**config.mk**
```make
export PLATFORM = sky130hd
export DESIGN_NAME = serial_byte_monitor
export DESIGN_NICKNAME = d
export VERILOG_FILES = /design/src/rtl/sbm_pkg.sv /design/src/rtl/sbm_rst_sync.sv /design/src/rtl/sbm_line_sync.sv /design/src/rtl/sbm_seq.sv /design/src/rtl/serial_byte_monitor.sv
export SDC_FILE = /design/constraint.sdc
export NUM_CORES = 1
export LEC_CHECK = 0
export ABC_AREA = 1
export BUFFER_PORTS_ARGS = -buffer_cell sky130_fd_sc_hd__buf_4
export CORE_ASPECT_RATIO = 1.2
export CORE_UTILIZATION = 43
export CTS_BUF_LIST = sky130_fd_sc_hd__clkbuf_4 sky130_fd_sc_hd__clkbuf_8
export DETAILED_ROUTE_END_ITERATION = 16
export HOLD_SLACK_MARGIN = 0.06
export PLACE_DENSITY_LB_ADDON = 0.12
export REMOVE_ABC_BUFFERS = 1
export SLEW_MARGIN = 20
export SYNTH_ARGS = -nofsm -noshare
export SYNTH_HDL_FRONTEND = slang
export SYNTH_SLANG_ARGS = --single-unit
```
**constraint.sdc**
```tcl
create_clock -name clk -period 2.1 [get_ports clk]
set_input_delay 0.105 -clock clk [delete_from_list [all_inputs] [get_ports clk]]
set_output_delay 0.105 -clock clk [all_outputs]
set_load 0.02 [all_outputs]
```
**src/rtl/sbm_pkg.sv**
```systemverilog
package sbm_pkg;

  typedef enum logic [1:0] {
    ST_IDLE   = 2'd0,
    ST_TALK   = 2'd1,
    ST_LISTEN = 2'd2,
    ST_BITS   = 2'd3
  } sbm_step_e;

  typedef struct packed {
    logic atn;
    logic clk;
    logic data;
  } sbm_lines_t;

  localparam int unsigned LINE_COUNT = 3;

endpackage

```
**src/rtl/sbm_rst_sync.sv**
```systemverilog
module sbm_rst_sync #(
  parameter int unsigned STAGES = 2
) (
  input  logic clk,
  input  logic rst_n,
  output logic rst_n_sync
);

  logic [STAGES-1:0] chain_q;

  always_ff @(posedge clk or negedge rst_n) begin
    if (!rst_n) chain_q <= '0;
    else        chain_q <= {chain_q[STAGES-2:0], 1'b1};
  end

  assign rst_n_sync = chain_q[STAGES-1];

endmodule

```
**src/rtl/sbm_line_sync.sv**
```systemverilog
module sbm_line_sync #(
  parameter int unsigned WIDTH     = 3,
  parameter int unsigned STAGES    = 2,
  parameter logic [WIDTH-1:0] IDLE = '1
) (
  input  logic             clk,
  input  logic             rst_n,
  input  logic [WIDTH-1:0] din,
  output logic [WIDTH-1:0] level,
  output logic [WIDTH-1:0] prev
);

  localparam int unsigned DEPTH = STAGES + 1;

  for (genvar g = 0; g < WIDTH; g++) begin : g_line
    logic [DEPTH-1:0] sh_q;

    always_ff @(posedge clk or negedge rst_n) begin
      if (!rst_n) sh_q <= {DEPTH{IDLE[g]}};
      else        sh_q <= {sh_q[DEPTH-2:0], din[g]};
    end

    assign level[g] = sh_q[STAGES-1];
    assign prev[g]  = sh_q[STAGES];
  end

endmodule

```
**src/rtl/sbm_seq.sv**
```systemverilog
module sbm_seq
  import sbm_pkg::*;
#(
  parameter int unsigned DATA_BITS = 8
) (
  input  logic                 clk,
  input  logic                 rst_n,
  input  sbm_lines_t           level,
  input  sbm_lines_t           prev,
  output logic                 byte_valid,
  output logic [DATA_BITS-1:0] byte_out,
  output logic                 atn_flag,
  output logic                 eoi_flag,
  output sbm_step_e            step,
  output logic                 atn_fall
);

  localparam int unsigned CW = (DATA_BITS > 1) ? $clog2(DATA_BITS) : 1;
  localparam logic [CW-1:0] LAST_BIT = CW'(DATA_BITS - 1);

  sbm_step_e            step_q, step_d;
  logic [CW-1:0]        cnt_q, cnt_d;
  logic [DATA_BITS-1:0] sh_q, sh_d;
  logic                 atnw_q, atnw_d;
  logic                 eoiw_q, eoiw_d;
  logic                 valid_q;
  logic [DATA_BITS-1:0] byte_q;
  logic                 atn_q, eoi_q;
  logic                 emit;
  logic                 clk_rise, clk_fall;

  assign atn_fall = prev.atn & ~level.atn;
  assign clk_rise = ~prev.clk & level.clk;
  assign clk_fall = prev.clk & ~level.clk;

  always_comb begin
    step_d = step_q;
    cnt_d  = cnt_q;
    sh_d   = sh_q;
    atnw_d = atnw_q;
    eoiw_d = eoiw_q;
    emit   = 1'b0;
    if (atn_fall) begin
      step_d = ST_IDLE;
    end else begin
      unique case (step_q)
        ST_IDLE: begin
          if (!level.data && level.clk) step_d = ST_TALK;
        end
        ST_TALK: begin
          if (level.data && level.clk) begin
            atnw_d = ~level.atn;
            eoiw_d = 1'b0;
            cnt_d  = '0;
            sh_d   = '0;
            step_d = ST_LISTEN;
          end else if (!level.clk) begin
            step_d = ST_IDLE;
          end
        end
        ST_LISTEN: begin
          if (!level.data && level.clk) eoiw_d = 1'b1;
          else if (!level.clk)          step_d = ST_BITS;
        end
        ST_BITS: begin
          if (clk_rise) sh_d[cnt_q] = level.data;
          if (clk_fall) begin
            if (cnt_q == LAST_BIT) begin
              emit   = 1'b1;
              cnt_d  = '0;
              step_d = ST_IDLE;
            end else begin
              cnt_d = cnt_q + 1'b1;
            end
          end
        end
        default: step_d = ST_IDLE;
      endcase
    end
  end

  always_ff @(posedge clk or negedge rst_n) begin
    if (!rst_n) begin
      step_q  <= ST_IDLE;
      cnt_q   <= '0;
      sh_q    <= '0;
      atnw_q  <= 1'b0;
      eoiw_q  <= 1'b0;
      valid_q <= 1'b0;
    end else begin
      step_q  <= step_d;
      cnt_q   <= cnt_d;
      sh_q    <= sh_d;
      atnw_q  <= atnw_d;
      eoiw_q  <= eoiw_d;
      valid_q <= emit;
    end
  end

  always_ff @(posedge clk or negedge rst_n) begin
    if (!rst_n) begin
      byte_q <= '0;
      atn_q  <= 1'b0;
      eoi_q  <= 1'b0;
    end else if (emit) begin
      byte_q <= sh_q;
      atn_q  <= atnw_q;
      eoi_q  <= eoiw_q;
    end
  end

  assign byte_valid = valid_q;
  assign byte_out   = byte_q;
  assign atn_flag   = atn_q;
  assign eoi_flag   = eoi_q;
  assign step       = step_q;

endmodule

```
**src/rtl/serial_byte_monitor.sv**
```systemverilog
module serial_byte_monitor
  import sbm_pkg::*;
#(
  parameter int unsigned DATA_BITS   = 8,
  parameter int unsigned SYNC_STAGES = 2
) (
  input  logic                 clk,
  input  logic                 rst_n,
  input  logic                 bus_data,
  input  logic                 bus_clk,
  input  logic                 bus_atn,
  output logic                 byte_valid,
  output logic [DATA_BITS-1:0] byte_out,
  output logic                 atn_flag,
  output logic                 eoi_flag
);

  logic       rst_n_sync;
  sbm_lines_t raw_lines;
  sbm_lines_t lvl_lines;
  sbm_lines_t prv_lines;
  sbm_step_e  step;
  logic       atn_fall;

  assign raw_lines = '{atn: bus_atn, clk: bus_clk, data: bus_data};

  sbm_rst_sync #(.STAGES(2)) u_rst (
    .clk        (clk),
    .rst_n      (rst_n),
    .rst_n_sync (rst_n_sync)
  );

  sbm_line_sync #(
    .WIDTH  (LINE_COUNT),
    .STAGES (SYNC_STAGES),
    .IDLE   ('1)
  ) u_sync (
    .clk   (clk),
    .rst_n (rst_n_sync),
    .din   (raw_lines),
    .level (lvl_lines),
    .prev  (prv_lines)
  );

  sbm_seq #(.DATA_BITS(DATA_BITS)) u_seq (
    .clk        (clk),
    .rst_n      (rst_n_sync),
    .level      (lvl_lines),
    .prev       (prv_lines),
    .byte_valid (byte_valid),
    .byte_out   (byte_out),
    .atn_flag   (atn_flag),
    .eoi_flag   (eoi_flag),
    .step       (step),
    .atn_fall   (atn_fall)
  );

endmodule

```
Word level (Yosys, flattened, before mapping)
Index checks and enable logic that the tools add are counted.
Storage, ports and cells
  bits of input ports: 5
  output and inout port bits: 11
  register bits after elaboration: 36
  logic and storage cells: 75
Operators by class
  equality and inequality tests: 14
  reductions and logical operators: 12
  bitwise gates (word level): 7
  multiplexer cells: 26
  $lt $le $gt $ge: 2
  add/subtract/negate cells: 1
Operator list (number)
  two-way mux 2 bit: 8
  two-way mux 8 bit: 2
  case mux 8 bit (2 select lines): 1
  AND reduction 4 bit: 3
  two-way mux 3 bit: 3
  inequality test 3 x 2 -> 1 bit (second input constant): 3
  bitwise mux 8 bit: 1
  inequality test 2 x 1 -> 1 bit (second input constant): 4
  case mux 2 bit (4 select lines): 1
  two-way mux 1 bit: 7
  inequality test 3 bit (second input constant): 2
  case mux 3 bit (2 select lines): 1
  AND reduction 6 bit: 1
  == test 2 bit (second input constant): 2
  less-than comparator 3 x 4 -> 1 bit (second input constant): 1
  inequality test 4 x 3 -> 1 bit (second input constant): 1
  inverter 1 bit: 4
  nonzero test 2 bit: 2
  adder 3 x 1 -> 3 bit (second input constant): 1
  bitwise AND 1 bit: 3
  demux 1 bit (select 3 bit): 1
  == test 3 bit (second input constant): 1
  greater-or-equal comparator 3 x 1 -> 1 bit (second input constant): 1
  logical AND 1 bit: 3
  other kinds (5): 5

Depth between registers and ports, before layout
Gate-level depths: netlist of the first run.
  word-level depth: 7
  mapped depth: 9
  gate-level depth less buffers: 9

Cells and area by module
A second synthesis of the first run with hierarchy kept.
Unflattened totals
  cell total of the unflattened synthesis: 183
  area, all modules: 1671.6 um2
Modules (own cells, without submodules)
  sbm_seq: area an instance 1336.3 um2, sequential area each 650.6 um2, cells an instance 165, instances 1
  sbm_line_sync: area an instance 281.5 um2, sequential area each 236.5 um2, cells an instance 15, instances 1
  sbm_rst_sync: area an instance 53.8 um2, sequential area each 50.0 um2, cells an instance 3, instances 1

Worst setup path after synthesis of the first run
OpenSTA, ideal clock, no wires.
  path kind: flip-flop to flip-flop
  start point: register u_seq.cnt_q[0]
  end point: register u_seq.atn_q (netlist: u_seq.atn_flag)
  path buffers: 0
  library setup time: 0.118 ns
  period minus slack after synthesis: 1.377 ns
  setup slack: 0.723 ns
  data arrival time: 1.260 ns
  stages on the path, launching flop included: 7
  cells stage by stage: dfrtp_1 > ha_1 > ha_1 > nand4_1 > clkinv_1 > nand2_1 > nand2_1
On the way
  longest elaborated chain between the ends: 5
RTL lines
  start, declared: line sbm_seq.sv:22  | logic [CW-1:0] cnt_q, cnt_d;
  start signal, assigned: line sbm_seq.sv:92  | cnt_q <= cnt_d;
  == test 3 bit: line sbm_seq.sv:68  | if (cnt_q == LAST_BIT) begin
  two-way mux 1 bit: line sbm_seq.sv:68
  two-way mux 1 bit: line sbm_seq.sv:67  | if (clk_fall) begin
  two-way mux 1 bit: line sbm_seq.sv:46  | unique case (step_q)
  two-way mux 1 bit: line sbm_seq.sv:43  | if (atn_fall) begin
  net u_seq.emit: line sbm_seq.sv:29  | logic emit;
  end signal, assigned: line sbm_seq.sv:107  | atn_q <= atnw_q;
  end, declared: line sbm_seq.sv:28  | logic atn_q, eoi_q;
The timed path passes the listed nets, and every way through them passes these cells.
A chain may end at the register's enable or synchronous reset.

Worst setup path after layout of the first run
  start point: register u_sync.g_line[2].sh_q[1]
  end point: register u_seq.sh_q[1]
On the way
  longest elaborated chain between the ends: 4
RTL lines
  start, declared: line sbm_line_sync.sv:16  | logic [DEPTH-1:0] sh_q;
  start signal, assigned: line sbm_line_sync.sv:19  | if (!rst_n) sh_q <= {DEPTH{IDLE[g]}};
  start signal, assigned: line sbm_line_sync.sv:20  | else sh_q <= {sh_q[DEPTH-2:0], din[g]};
  inverter 1 bit: line sbm_seq.sv:32  | assign atn_fall = prev.atn & ~level.atn;
  bitwise AND 1 bit: line sbm_seq.sv:32
  inverter 1 bit (no line)
  AND reduction 4 bit (no line)
  end signal, assigned: line sbm_seq.sv:86  | sh_q <= '0;
  end signal, assigned: line sbm_seq.sv:93  | sh_q <= sh_d;
  end, declared: line sbm_seq.sv:23  | logic [DATA_BITS-1:0] sh_q, sh_d;
No other way between the ends.

==> results.sh, run 1 <==
export IMPL_status="finished with violations"
export IMPL_violations="DRC"
export IMPL_startpoint="u_sync.g_line[2].sh_q[1]"
export IMPL_grtUsageMet2_pct=31.83
export IMPL_dpl_cell_area_um2=1743
export IMPL_crit_chain="inv_1 -> nand2_1 -> nand2_1 -> a21oi_2 -> nand2_1 -> o21ai_0 -> nand2_1"
export IMPL_tightest_slew_ns=0.5570
export IMPL_ys_seq_area_share_pct=57.28
export IMPL_core_area_um2=3425
export IMPL_io_buffers=15
export IMPL_area_growth_pct=19.12
export IMPL_grt_util_met3_pct=5.037
export IMPL_ir_worst_vdd_v=0.0006141
export IMPL_place_inst=228
export IMPL_io_pins=16
export IMPL_num_rows=23
export IMPL_path_buf_inv=1
export IMPL_period_needed_ns=1.630
export IMPL_antenna_cells=0
export IMPL_clock_path_buffers=2
export IMPL_slew_violations=0
export IMPL_nFillCells=304
export IMPL_ys_warnings_count=0
export IMPL_syn_area_um2=1590
export IMPL_synth_seq_cells=36
export IMPL_tns_ns=0
export IMPL_busiest_layer="met2"
export IMPL_p_per_area_nw_per_um2=927.4
export IMPL_route_detailed_drc=3
export IMPL_reg2reg_depth=7
export IMPL_crit_type="flip-flop to flip-flop"
export IMPL_grt_pass1_wl_um=4912
export IMPL_grt_overflow=0
export IMPL_die_w_um=57.52
export IMPL_ff2ff_setup_slack_ns=0.47
export IMPL_cts_tree="yes"
export IMPL_fin_crit_sh_pct=77.64
export IMPL_cts_num_sinks=36
export IMPL_cts_setup_buffers=0
export IMPL_avgSynthCellArea_um2=8.985
export IMPL_drt_pass1_iterations=10
export IMPL_ant_nets=0
export IMPL_cts_buffers=5
export IMPL_rsz0062_at_grt="false"
export IMPL_finalHoldViolations=0
export IMPL_holdCritPathClass="input port to asynchronous set/reset pin"
export IMPL_htree_levels=2
export IMPL_start_util_pct=46.44
export IMPL_pre_cts_slack_ns=0.4516
export IMPL_p_leak_uw=0.0009480
export IMPL_crit_slowest_cell="dfstp_2"
export IMPL_r2r_end="u_seq.sh_q[1]"
export IMPL_vias=1196
export IMPL_max_slew_margin_rel_pct=62.87
export IMPL_finalInstanceArea_um2=1894
export IMPL_clk_latency_ns=0.29
export IMPL_setup_viol=0
export IMPL_worstPathArrival_ns=1.82
export IMPL_via_per_inst=4.983
export IMPL_cts_root_buf="clkbuf_8"
export IMPL_cp_endpoint="u_seq.sh_q[1]"
export IMPL_wl_per_cell_um=11.69
export IMPL_required_ns=2.29
export IMPL_end_kind="flip-flop"
export IMPL_reg2reg_from="u_sync.g_line[2].sh_q[1]"
export IMPL_gp_congestion=0.8555
export IMPL_drive_above_1_share_pct=22.66
export IMPL_clkTransAtPathRegs_ns=0.08
export IMPL_fin_ws_ns=0.4696
export IMPL_final_cells=240
export IMPL_cp_max_fo=11
export IMPL_cp_top_family="compound AO/OA/AOI/OAI gates"
export IMPL_grt_util_met1_pct=16.97
export IMPL_max_stage_delay_ns=0.54
export IMPL_antenna_found_initial=0
export IMPL_die_h_um=68.62
export IMPL_grt_max_degree=35
export IMPL_die_area_um2=3947
export IMPL_path_depth=7
export IMPL_max_freq_ghz=0.6133
export IMPL_skew_ns=0.008568
export IMPL_place_hpwl_um=2073
export IMPL_grt_usage_pct=17.00
export IMPL_grt_pass1_vias=1190
export IMPL_start_kind="flip-flop"
export IMPL_syn_inst=177
export IMPL_routed_wl_um=2805
export IMPL_drtIter0Drc=46
export IMPL_synth_cell_type_count=24
export IMPL_drv_cap=0
export IMPL_crit_top_cell="nand2_1"
export IMPL_cts_resized=0
export IMPL_fin_nets=209
[flip-flops by register name (all words and copies together) (netlist names)]
name                count
u_seq.eoiw_q            1
u_seq.atnw_q            1
u_seq.cnt_q             3
u_seq.byte_valid        1
u_seq.atn_flag          1
u_seq.eoi_flag          1
u_rst.chain_q           2
u_seq.byte_out          8
u_seq.step              2
u_sync.g_line.sh_q      8
u_seq.sh_q              8
[where the power goes]
group          switching, µW  leakage, µW  internal (µW)
logic                    227     0.000428            112
clock network            248    0.0000541            351
registers               63.9     0.000466            755
total                    539     0.000948           1220
[worst register-to-register path, delay by kind of cell, from the launching register on]
family / cells / cell delay [ns]
AO/OA/AOI/OAI: 2 / 0.62
buffers and inverters: 1 / 0.05
AND/OR/NAND/NOR: 4 / 0.31
flip-flops: 1 / 0.54
[area by class of cell]
class | count | area, µm² | share of cell area, %
Tap cell | 37 | 46.29 | 2.444
Inverter | 13 | 48.80 | 2.576
Timing Repair Buffer | 22 | 175.2 | 9.247
Clock buffer | 5 | 68.82 | 3.633
Multi-Input combinational cell | 124 | 601.8 | 31.77
Clock inverter | 3 | 42.54 | 2.246
Sequential cell | 36 | 910.9 | 48.08
[logic make-up after synthesis]
logic type               share of synthesized area, %
AND/OR/NAND/NOR                                 27.93
flip-flops                                      57.28
other                                          0.2358
buffers and inverters                           4.878
AO/OA/AOI/OAI                                   8.104
adder cells (fa/ha/maj)                         1.573
[through the flow]
step                      hold slack (ns)  util (%)  power (µW)
after floorplan                   -0.1906         -        1082
after global placement            -0.1129     50.90        1151
after detailed placement          -0.1114     50.90        1167
after CTS                          0.1317     55.32        1774
after global routing               0.1420     55.32        1859
final                              0.1384     55.32        1757
[worst min path at each step]
stage	to	slack, ns	startpoint	depth (start not counted)
floorplan	u_rst.chain_q[0]	-0.19	rst_n	0
detailed placement	u_rst.chain_q[0]	-0.11	rst_n	1
global route	u_rst.chain_q[0]	0.14	rst_n	2
global placement	u_rst.chain_q[1]	-0.11	rst_n	1
finish	u_rst.chain_q[0]	0.14	rst_n	2
CTS	u_rst.chain_q[0]	0.13	rst_n	2
[synth_stat cells (all sizes together)]
library cell	instances	area (µm²)
nand3	18	102.6
nand2	66	250.2
inv	12	45.04
nor2	12	45.04
a22oi	1	7.510
a21oi	2	13.76
nand4	5	31.28
dfrtp	28	700.7
ha	2	25.02
conb	1	3.750
o21ai	14	107.6
buf	4	28.78
nor3	3	15.01
dfstp	8	210.2
clkinv	1	3.750
[metal layers]
layer	up-vias	share of wire (%)
met1	540	42
li1	623	-
met2	25	52
met4	0	2.6
met3	8	3.9
met5	-	0
[cells in the final DEF, fill, tap and decap left out, drive strengths merged]
master | Yosys | routed
a21oi | 2 | 2
bufinv | 0 | 1
dlygate4sd3 | 0 | 4
o21ai | 14 | 14
nand4 | 5 | 5
inv | 12 | 12
a22oi | 1 | 1
dfrtp | 28 | 28
clkinvlp | 0 | 1
nand2 | 66 | 66
nor2 | 12 | 12
nand3 | 18 | 18
buf | 4 | 18
nor3 | 3 | 3
conb | 1 | 1
clkinv | 1 | 2
dfstp | 8 | 8
clkbuf | 0 | 5
ha | 2 | 2
[repair_timing]
item                                   4_1_cts  5_1_grt
endpoints found under the hold margin        5        0
setup endpoints to repair                    0        0
hold buffers                                 4        0
No activity file was read; power rests on OpenSTA's default activity.
==> run 2, diff against run 1 <==
--- a/config.mk
+++ b/config.mk
@@ -5,7 +5,7 @@
 export SDC_FILE = /design/constraint.sdc
 export NUM_CORES = 1
 export LEC_CHECK = 0
-export ABC_AREA = 1
+export ABC_AREA = 0
 export BUFFER_PORTS_ARGS = -buffer_cell sky130_fd_sc_hd__buf_4
 export CORE_ASPECT_RATIO = 1.2
 export CORE_UTILIZATION = 43
==> constraint.sdc (replaced) <==
create_clock -name clk -period 1.3 [get_ports clk]
set_input_delay 0.065 -clock clk [delete_from_list [all_inputs] [get_ports clk]]
set_output_delay 0.065 -clock clk [all_outputs]
set_load 0.02 [all_outputs]
==> run 2 against run 1 <==
  * The flow finishes with violations (setup timing)
  * Via count fell by 7.4%
  * Global-route usage is 3.0 points higher
  * Die area decreased by 7.3%
  * Largest cell class unchanged
==> results.sh, run 2 <==
export IMPL_yosysTopAreaCell="dfrtp_1"
export IMPL_synthTopCellsByArea="dfrtp_1 48%, dfstp_2 14%, mux2_2 7.7%, o21ai_0 5.4%, a31oi_1 2.6%"
export IMPL_rsz0062_at_grt="true"
export IMPL_clkTransAtPathRegs_ns=0.12
export IMPL_io_buffers=15
export IMPL_num_rows=22
export IMPL_syn_area_um2=1470
export IMPL_violations="setup timing"
export IMPL_post_route_util_pct=66.56
export IMPL_route_detailed_drc=0
export IMPL_drtIter0Drc=22
export IMPL_setup_viol=23
export IMPL_avgSynthCellArea_um2=12.15
export IMPL_place_hpwl_um=1938
export IMPL_vias=1107
export IMPL_required_ns=1.54
export IMPL_tns_ns=-4.532
export IMPL_wl_per_cell_um=15.17
export IMPL_syn_inst=121
export IMPL_via_per_inst=5.480
export IMPL_skew_ns=0.01346
export IMPL_cp_top_family="flip-flops"
export IMPL_synth_seq_cells=36
export IMPL_most_common_layout_cells="33 x buf_4, 28 x dfrtp_1, 12 x o21ai_2"
export IMPL_p_leak_uw=0.0009799
export IMPL_fin_nets=172
export IMPL_final_cells=202
export IMPL_htree_levels=2
export IMPL_io_pins=16
export IMPL_ant_nets=0
export IMPL_whs_ns=0.2740
export IMPL_max_freq_ghz=0.6277
export IMPL_drt_pass1_iterations=4
export IMPL_netlist_area_leader_share_pct=47.66
export IMPL_grt_overflow=0
export IMPL_synth_cell_type_count=30
export IMPL_cts_root_buf="clkbuf_4"
export IMPL_fin_ws_ns=-0.2931
export IMPL_start_kind="flip-flop"
export IMPL_cts_tree="yes"
export IMPL_ys_seq_area_share_pct=61.96
export IMPL_worstPathArrival_ns=1.83
export IMPL_ys_warnings_count=0
export IMPL_die_h_um=66.05
export IMPL_slew_violations=0
export IMPL_die_w_um=55.38
export IMPL_cts_num_sinks=36
export IMPL_grt_pass1_vias=1195
export IMPL_synth_ff_type="dfrtp_1"
export IMPL_drive_above_1_share_pct=55.42
export IMPL_status="finished with violations"
export IMPL_crit_slowest_cell="dfstp_2"
export IMPL_start_util_pct=46.44
export IMPL_die_area_um2=3658
export IMPL_clk_latency_ns=0.35
export IMPL_synth_edf_count=0
export IMPL_finalHoldViolations=0
export IMPL_nFillCells=241
export IMPL_p_per_area_nw_per_um2=1079
export IMPL_gp_congestion=0.8058
export IMPL_max_stage_delay_ns=0.58
export IMPL_grt_usage_pct=19.96
export IMPL_antenna_found_initial=0
export IMPL_grt_max_degree=35
export IMPL_place_inst=186
export IMPL_period_needed_ns=1.593
export IMPL_antenna_cells=0
export IMPL_cts_buffers=5
export IMPL_routed_wl_um=3065
export IMPL_ir_worst_vdd_v=0.0009262
export IMPL_fin_crit_sh_pct=122.5
export IMPL_crit_type="flip-flop to flip-flop"
export IMPL_drv_cap=0
export IMPL_yosysMostFrequentCell="dfrtp_1"
export IMPL_end_kind="flip-flop"
export IMPL_area_growth_pct=43.32
export IMPL_path_buf_inv=1
export IMPL_grt_pass1_wl_um=5471
export IMPL_final_common_cell="buf_4"
export IMPL_crit_chain="nor2b_1 -> nor3_4 -> buf_6 -> mux2_4"
export IMPL_pre_cts_slack_ns=-0.3267
export IMPL_async_reset_ff_share_pct=100.0
export IMPL_synth_commonest_cells="28 x dfrtp_1, 16 x o21ai_0, 10 x mux2_2"
export IMPL_clock_path_buffers=2
export IMPL_core_area_um2=3166
export IMPL_holdCritPathClass="flip-flop to asynchronous set/reset pin"
export IMPL_cp_max_fo=6
run 2: cell types whose count changed after synthesis, sizes merged, moves of 3 or more:
| cell | change |
|---|---|
| a31oi | +6 |
| mux2 | +10 |
| nand2 | -58 |
| inv | -7 |
| nor2b | +4 |
| clkbuf | +3 |
| nand3 | -14 |
| nor2 | -8 |
| mux2i | +3 |
| nand4 | -5 |
run 2: repair_timing:
| action | in CTS | in global routing |
|---|---|---|
| buffers inserted | 2 | 1 |
| gates resized for setup | 35 | 29 |
| endpoints found under the setup margin | 24 | 24 |
| hold endpoints to repair | 5 | 0 |
| cloned | 1 | 0 |
| hold buffers | 5 | 0 |
| pin swaps | 8 | 10 |
run 2: final timing paths:
check | from | end | slack [ns] | depth (start not counted)
min in group clk | u_sync.g_line[1].sh_q[0] | u_sync.g_line[1].sh_q[1] | 0.36 | 0
hold / removal | u_rst.chain_q[1] | u_seq.sh_q[4] | 0.27 | 1
setup reg to reg | u_sync.g_line[2].sh_q[2] | u_seq.byte_out[5] | -0.29 | 4
hold reg to reg | u_rst.chain_q[1] | u_seq.sh_q[4] | 0.27 | 1
max in group asynchronous | rst_n | u_rst.chain_q[1] | 0.62 | 3
setup / recovery | u_sync.g_line[2].sh_q[2] | u_seq.byte_out[5] | -0.29 | 4
run 2: area by class of cell:
class	instances	area, µm²	share of cell area, %
Clock buffer	5	37.54	1.781
Sequential cell	36	910.9	43.23
Tap cell	36	45.04	2.138
Clock inverter	3	42.54	2.019
Multi-Input combinational cell	75	709.4	33.67
Inverter	5	18.77	0.8907
Timing Repair Buffer	42	342.8	16.27
run 2: kinds of logic (layout without fill, tap and decap cells):
group	Yosys count	in the layout	synth area share (%)
flops	36	36	61.96
other cells	1	1	0.2551
mux	13	13	9.702
buf+inv	10	55	3.319
simple gates	27	27	10.13
fa+ha+maj	2	2	1.702
compound gates	32	32	12.94
run 2: power breakdown:
part	internal (µW)	leakage (µW)	switching [µW]	total, µW
Clock	400	0.0000412	381	781
Sequential	1180	0.000462	42.1	1220
Combinational	131	0.000477	138	270
run 2: layer usage:
layer	vias up	routed length, µm	track usage, %	share of wire, %
met5	-	0	0	0
li1	524	-	-	-
met4	0	95	14.06	3.1
met3	10	92	5.675	3.0
met1	549	1194	21.48	39
met2	24	1682	33.89	55
run 2: through the flow:
step / instance area [µm²] / total power (µW)
finish: 2107 / 2273
global route: 2107 / 2372
CTS: 2007 / 2266
detailed placement: 1740 / 1452
global placement: 1740 / 1445
floorplan: 1440 / 1336
